--- src/rtl/bsort_pkg.sv ---
package bsort_pkg;

  typedef enum logic [1:0] {
    PH_CAP_LO  = 2'd0,  // capture lower word, fetch upper
    PH_CAP_HI  = 2'd1,  // capture upper word
    PH_PUT_MAX = 2'd2,  // write larger word to upper address
    PH_PUT_MIN = 2'd3   // write smaller word to lower address
  } phase_e;

  function automatic int seed_word(input int idx, input int seed);
    return ((idx * 11 + seed) % 29) * 7919 - 100000;
  endfunction

endpackage

--- src/rtl/bsort_ram.sv ---
module bsort_ram #(
  parameter int DEPTH      = 32,
  parameter int DATA_W     = 32,
  parameter int TABLE_SEED = 29,
  localparam int ADDR_W    = $clog2(DEPTH)
) (
  input  logic              clk_i,
  input  logic              rst_ni,
  input  logic              en_i,
  input  logic              we_i,
  input  logic [ADDR_W-1:0] addr_i,
  input  logic [DATA_W-1:0] wdata_i,
  output logic [DATA_W-1:0] rdata_o
);

  logic [DATA_W-1:0] mem_q [DEPTH];
  logic [DATA_W-1:0] rdata_q;

  always_ff @(posedge clk_i or negedge rst_ni) begin
    if (!rst_ni) begin
      for (int k = 0; k < DEPTH; k++) begin
        mem_q[k] <= DATA_W'(bsort_pkg::seed_word(k, TABLE_SEED));
      end
      rdata_q <= '0;
    end else if (en_i) begin
      if (we_i) begin
        mem_q[addr_i] <= wdata_i;
        rdata_q       <= wdata_i;  // write-first
      end else begin
        rdata_q <= mem_q[addr_i];
      end
    end
  end

  assign rdata_o = rdata_q;

  p_freeze_r6: assert property (@(posedge clk_i) disable iff (!rst_ni)
    !en_i |=> $stable(rdata_q));

  p_write_first_r5: assert property (@(posedge clk_i) disable iff (!rst_ni)
    en_i && we_i |=> rdata_q == $past(wdata_i));

endmodule

--- src/rtl/bsort_ctrl.sv ---
module bsort_ctrl
  import bsort_pkg::*;
#(
  parameter int DEPTH        = 32,
  parameter int OUTER_PERIOD = 125,
  localparam int ADDR_W      = $clog2(DEPTH),
  localparam int IDX_W       = $clog2(DEPTH) + 1,
  localparam int TMR_W       = $clog2(OUTER_PERIOD)
) (
  input  logic              clk_i,
  input  logic              rst_ni,
  input  logic              en_i,
  output logic [ADDR_W-1:0] addr_o,
  output logic              we_o,
  output logic              sel_max_o,
  output logic              cap_lo_o,
  output logic              cap_hi_o,
  output logic              done_o
);

  logic [IDX_W-1:0] i_q, j_q;
  logic [TMR_W-1:0] tmr_q;
  phase_e           ph_q;
  logic             fin_d_q, done_q;
  logic             fin, lead, win_end, j_live, op_act;

  assign fin     = (i_q == IDX_W'(DEPTH - 1));
  assign lead    = (tmr_q == '0);
  assign win_end = (tmr_q == TMR_W'(OUTER_PERIOD - 1));
  assign j_live  = (j_q < IDX_W'(DEPTH));
  assign op_act  = en_i && !fin && !lead && j_live;

  always_ff @(posedge clk_i or negedge rst_ni) begin
    if (!rst_ni) begin
      i_q   <= '0;
      j_q   <= IDX_W'(1);
      tmr_q <= '0;
      ph_q  <= PH_CAP_LO;
    end else if (en_i && !fin) begin
      if (win_end) begin
        tmr_q <= '0;
        i_q   <= i_q + IDX_W'(1);
        j_q   <= i_q + IDX_W'(2);
        ph_q  <= PH_CAP_LO;
      end else begin
        tmr_q <= tmr_q + TMR_W'(1);
        if (op_act) begin
          ph_q <= phase_e'(ph_q + 2'd1);
          if (ph_q == PH_PUT_MIN) j_q <= j_q + IDX_W'(1);
        end
      end
    end
  end

  // completion delay runs on the raw clock
  always_ff @(posedge clk_i or negedge rst_ni) begin
    if (!rst_ni) begin
      fin_d_q <= 1'b0;
      done_q  <= 1'b0;
    end else begin
      fin_d_q <= fin;
      done_q  <= fin_d_q;
    end
  end

  assign addr_o    = (op_act && (ph_q == PH_CAP_LO || ph_q == PH_PUT_MAX))
                     ? j_q[ADDR_W-1:0] : i_q[ADDR_W-1:0];
  assign we_o      = op_act && (ph_q == PH_PUT_MAX || ph_q == PH_PUT_MIN);
  assign sel_max_o = (ph_q == PH_PUT_MAX);
  assign cap_lo_o  = op_act && (ph_q == PH_CAP_LO);
  assign cap_hi_o  = op_act && (ph_q == PH_CAP_HI);
  assign done_o    = done_q;

  p_pair_order_r4: assert property (@(posedge clk_i) disable iff (!rst_ni)
    op_act |-> j_q > i_q);

  p_window_fit_r3: assert property (@(posedge clk_i) disable iff (!rst_ni)
    en_i && !fin && lead |-> ph_q == PH_CAP_LO);

  p_done_sticky_r3: assert property (@(posedge clk_i) disable iff (!rst_ni)
    done_q |=> done_q);

  p_done_lag_r3: assert property (@(posedge clk_i) disable iff (!rst_ni)
    $rose(fin) |-> ##2 done_q);

endmodule

--- src/rtl/bsort_cswap.sv ---
module bsort_cswap #(
  parameter int DATA_W = 32
) (
  input  logic              clk_i,
  input  logic              rst_ni,
  input  logic              cap_lo_i,
  input  logic              cap_hi_i,
  input  logic [DATA_W-1:0] rdata_i,
  output logic [DATA_W-1:0] max_o,
  output logic [DATA_W-1:0] min_o
);

  logic signed [DATA_W-1:0] lo_q, hi_q;

  always_ff @(posedge clk_i or negedge rst_ni) begin
    if (!rst_ni) begin
      lo_q <= '0;
      hi_q <= '0;
    end else begin
      if (cap_lo_i) lo_q <= rdata_i;
      if (cap_hi_i) hi_q <= rdata_i;
    end
  end

  assign max_o = (hi_q > lo_q) ? hi_q : lo_q;
  assign min_o = (lo_q < hi_q) ? lo_q : hi_q;

endmodule

--- src/rtl/bubble_sorter.sv ---
module bubble_sorter #(
  parameter int DEPTH        = 32,
  parameter int DATA_W       = 32,
  parameter int OUTER_PERIOD = 125,
  parameter int TABLE_SEED   = 29,
  localparam int ADDR_W      = $clog2(DEPTH)
) (
  input  logic              clk_i,
  input  logic              rst_ni,
  input  logic              init_i,
  output logic [DATA_W-1:0] data_o,
  output logic              done_o
);

  logic [ADDR_W-1:0] addr;
  logic              we, sel_max, cap_lo, cap_hi;
  logic [DATA_W-1:0] rdata, max_w, min_w, wdata;

  bsort_ctrl #(
    .DEPTH       (DEPTH),
    .OUTER_PERIOD(OUTER_PERIOD)
  ) u_ctrl (
    .clk_i    (clk_i),
    .rst_ni   (rst_ni),
    .en_i     (init_i),
    .addr_o   (addr),
    .we_o     (we),
    .sel_max_o(sel_max),
    .cap_lo_o (cap_lo),
    .cap_hi_o (cap_hi),
    .done_o   (done_o)
  );

  bsort_cswap #(.DATA_W(DATA_W)) u_cswap (
    .clk_i   (clk_i),
    .rst_ni  (rst_ni),
    .cap_lo_i(cap_lo),
    .cap_hi_i(cap_hi),
    .rdata_i (rdata),
    .max_o   (max_w),
    .min_o   (min_w)
  );

  assign wdata = sel_max ? max_w : min_w;

  bsort_ram #(
    .DEPTH     (DEPTH),
    .DATA_W    (DATA_W),
    .TABLE_SEED(TABLE_SEED)
  ) u_ram (
    .clk_i  (clk_i),
    .rst_ni (rst_ni),
    .en_i   (init_i),
    .we_i   (we),
    .addr_i (addr),
    .wdata_i(wdata),
    .rdata_o(rdata)
  );

  assign data_o = rdata;

endmodule

--- config.mk ---
export PLATFORM = sky130hd
export DESIGN_NAME = bubble_sorter
export DESIGN_NICKNAME = d
export VERILOG_FILES = /design/src/rtl/bsort_pkg.sv /design/src/rtl/bsort_ram.sv /design/src/rtl/bsort_ctrl.sv /design/src/rtl/bsort_cswap.sv /design/src/rtl/bubble_sorter.sv
export SDC_FILE = /design/constraint.sdc
export NUM_CORES = 2
export LEC_CHECK = 0
export CAP_MARGIN = 15
export CORE_UTILIZATION = 25
export CTS_BUF_LIST = sky130_fd_sc_hd__clkbuf_2
export DETAILED_ROUTE_END_ITERATION = 10
export PLACE_DENSITY = 0.45
export SETUP_SLACK_MARGIN = 0.4
export SLEW_MARGIN = 40
export SYNTH_ARGS = -nofsm -noshare
export SYNTH_HDL_FRONTEND = slang
export SYNTH_HIERARCHICAL = 1
export SYNTH_SLANG_ARGS = --single-unit
--- constraint.sdc ---
create_clock -name clk_i -period 4 [get_ports clk_i]
set_input_delay 0.4 -clock clk_i [delete_from_list [all_inputs] [get_ports clk_i]]
set_output_delay 0.4 -clock clk_i [all_outputs]
set_load 0.03 [all_outputs]
==> metrics.md <==
| Metric | Value |
|---|---|
| WP data arrival | `5280 ps` |
| Period utilisation layout | `89.8%` |
| Largest fanout on the critical path | `12` |
| CP Class | `register to register` |
| Remaining antenna violation count | `0` |
| Remaining global-route overflow | `0` |
| Post-layout minimum cycle time | `3590 ps` |
| Slew @ Worst Pin | `1280 ps` |
| Worst hold margin | `232 ps` |
| FF+latch count, synth | `1143` |
| WL met3 | `11500 um` |
| R2R cell count | `12` |
| Crit path buffers/inverters | `5` |
| Fin Setup TNS | `0 ps` |
| Max stage delay on crit path | `600 ps` |
| Most common cell after layout, fill and taps aside | `mux2_2` |
| Worst EP required | `5690 ps` |
| Critical-path cell list | `nand2_1, o31a_1, o211ai_4, buf_12, mux2_8, buf_4, buf_12, buf_4, buf_4, mux4_2, a221oi_1, a21oi_1` |
| I/O pin count | `36` |
| Hold Path Class | `primary input to async pin` |
| Nets | `4525` |
| Post-Layout Cell Count | `7714` |
| Layout cell share with drive strength beyond 1 | `59.1%` |
| Wirelength per Cell | `26.3 um` |
| Rel. slew slack | `15.0%` |
| Post-Synthesis Cell Area | `0.0557 mm^2` |
| Initial Util | `25.3%` |
| Cell variety after synth | `87` |
| Clock transition at the registers of the reported paths | `100 ps` |
| Pwr dens | `776 mW/mm^2` |
| Die outline area | `0.225 mm^2` |
| DRC Markers | `0` |
| Vias in the first global route | `39508` |
| Dpl hpwl | `113000 um` |
| WL met2 | `93100 um` |
| Run status | `finished, final reports clean` |
| Syn_nets | `4161` |
| Reg2reg setup slack | `410 ps` |
| Fmax | `0.279 GHz` |
| Ys flop type | `dfrtp_1` |
| Syn Area/Cell | `13.5 um^2` |
| Total wire length | `203000 um` |
| Total track usage | `17.3%` |
| CTS tree | `yes` |
| Synth-to-layout area growth | `19.0%` |
| Post-synth ARST share | `100%` |
| Initial antenna violation count | `13` |
| Final setup vio count | `0` |
| Post-synthesis cell count | `4117` |
| Vias per inst | `4.94` |
| Placed Area | `0.0607 mm^2` |
| Post-synth EDFFs | `0` |
| Core box area | `0.221 mm^2` |
| Htree depth | `5` |
| TritonCTS buffer count | `347` |
| DRT Pass-1 Iters | `6` |
| Startpoint Class | `register` |
| Worst clock skew | `223 ps` |
| CTS Sinks | `1143` |
| Max-slew violations | `0` |
| Detailed-route via count | `38088` |
| R2r startpoint | `u_ctrl/i_q[2]$_DFFE_PN0P_` |
| Crit Reg-Reg Endpoint | `u_ram/rdata_o[0]$_DFFE_PN0P_` |
| Max Used Layer | `met4` |
| Type of destination of the critical path | `register` |
| Initial drt markers | `2601` |
| Leak | `28.6 nW` |
| Max Cap Viol | `0` |
| Synthesis Warnings | `6` |
| Global-route wire length before repair | `286000 um` |
| Hold Fails Final Rpt | `0` |
| Port Buffers | `35` |
| Placed cells | `6951` |
| Critical path's slowest cell | `a221oi_1` |
| Largest net degree at the start of global routing | `115` |
| Peak VDD IR | `0.000995 V` |
| Critical path's most frequent cell | `buf_4` |
| Wl on met1 | `93900 um` |
| Routability Congestion | `0.779` |
| Most frequent cells in the layout | `mux2_2, dfrtp_1, clkbuf_2` |
| DIE WIDTH | `474 um` |
| Root buffer cell | `clkbuf_2` |
| Die Span Y | `474 um` |
| CTS max path bufs | `4` |
| RSZ-0062 raised after global routing | `yes` |
| Rows | `172` |
| Clock Latency Late Sink | `1820 ps` |
| Cell area after layout | `0.0663 mm^2` |
| Final core utilization | `30.1%` |
| Sequential element share of the synthesized area | `52.4%` |
| Top delay family on crit path | `compound AO/OA/AOI/OAI gates` |
==> routing by layer <==
metal	vias to the layer above	track usage [%]
met2	1032	27.2
met5	-	0
met3	281	3.70
met1	20441	23.7
met4	0	4.98
li1	16334	-
==> state kept, by name, indices dropped and copies added (netlist names), 2 cells and up <==
register       cells
u_ctrl/i_q         6
u_ctrl/tmr_q       7
u_ram/mem_q     1024
u_ram/rdata_o     32
u_cswap/hi_q      32
u_cswap/lo_q      32
u_ctrl/ph_q        2
u_ctrl/j_q         6
==> power by group <==
group	switching (mW)	internal [mW]
Clock	5.35	3.70
Sequential	1.38	12.9
Combinational	18.4	9.82
Total	25.1	26.4
==> worst max-delay path by stage <==
stage / to / cells past startpoint / slack, ps / start
after floorplan: u_ram/rdata_o[29]$_DFFE_PN0P_ / 12 / 700 / u_ctrl/i_q[0]$_DFFE_PN0P_
after global placement: u_ram/rdata_o[29]$_DFFE_PN0P_ / 13 / 70 / u_ctrl/tmr_q[0]$_DFFE_PN0P_
after detailed placement: u_ram/rdata_o[29]$_DFFE_PN0P_ / 13 / 90 / u_ctrl/tmr_q[0]$_DFFE_PN0P_
after CTS: u_ram/mem_q[446]$_DFFE_PN0P_ / 11 / 360 / u_ctrl/tmr_q[0]$_DFFE_PN0P_
after global routing: u_ram/rdata_o[28]$_DFFE_PN0P_ / 14 / 330 / u_cswap/lo_q[19]$_DFFE_PN0P_
final: u_ram/rdata_o[0]$_DFFE_PN0P_ / 12 / 410 / u_ctrl/i_q[2]$_DFFE_PN0P_
==> cell type report <==
type,instances,area (um^2)
inverters,50,191
fillers,22410,154000
clock inverters,44,171
repair buffers,363,4280
well taps,2958,3700
flip-flops and latches,1143,29300
multi-input cells,2576,25800
diodes,7,17.5
clock buffers,573,2870
==> per-stage QoR <==
stage	power (mW)	worst slack, ps
floorplan	27.8	704
global placement	35.3	68.9
detailed placement	35.5	90.8
CTS	47.7	362
global route	54.1	330
finish	51.5	409
==> Yosys cell counts (5+ instances only) <==
master / number / area, um^2
nand3_1: 18 / 90.1
buf_4: 15 / 113
o2bb2ai_1: 5 / 43.8
and3_1: 12 / 75.1
o22ai_1: 183 / 1140
a31oi_1: 18 / 113
mux2_2: 1030 / 11600
mux2i_1: 201 / 2010
a2111oi_0: 12 / 105
a22oi_1: 11 / 82.6
clkbuf_1: 172 / 646
a211oi_1: 38 / 285
nand2_1: 141 / 529
o311a_1: 32 / 320
mux2_4: 30 / 450
o221a_1: 13 / 146
xnor2_1: 5 / 43.8
nor4_1: 30 / 188
a21oi_1: 53 / 265
inv_1: 48 / 180
o221a_2: 19 / 214
mux4_2: 114 / 2570
buf_6: 12 / 135
mux2_1: 90 / 1010
a2bb2oi_1: 11 / 96.3
dfstp_2: 501 / 13200
ha_1: 41 / 513
a41oi_1: 33 / 289
nor2_1: 149 / 559
buf_2: 159 / 796
dfrtp_1: 642 / 16100
nor2b_1: 31 / 194
o21ai_0: 67 / 335
o21a_1: 6 / 45.0
buf_1: 23 / 86.3
nand2b_1: 7 / 43.8
nor3_1: 33 / 165
a221oi_1: 14 / 123
nor3_2: 5 / 50.1
nand4_1: 9 / 56.3
==> kinds of logic after synthesis <==
kind of cell / after synthesis / share of synthesized area [%]
fa+ha+maj: 41 / 0.920
simple gates: 477 / 4.21
flops: 1143 / 52.4
buf+inv: 435 / 3.64
compound gates: 548 / 7.02
xor+xnor: 8 / 0.126
mux: 1465 / 31.6
==> worst register-to-register path, delay by kind of cell, from the launching register on <==
| kind | cells | cell delay (ps) |
|---|---|---|
| simple gates | 1 | 180 |
| compound gates | 4 | 1210 |
| flops | 1 | 520 |
| mux | 2 | 700 |
| buf+inv | 5 | 930 |
==> timing repair <==
action                                  in CTS  in global routing
gates resized for setup                    128                119
buffers inserted                            32                 48
endpoints found under the setup margin    1081                698
cloned                                      25                 27
hold buffers                                 7                  0
pin swaps                                    5                 17
endpoints found under the hold margin     1821                  0
Power figures use the tool's default switching activity.
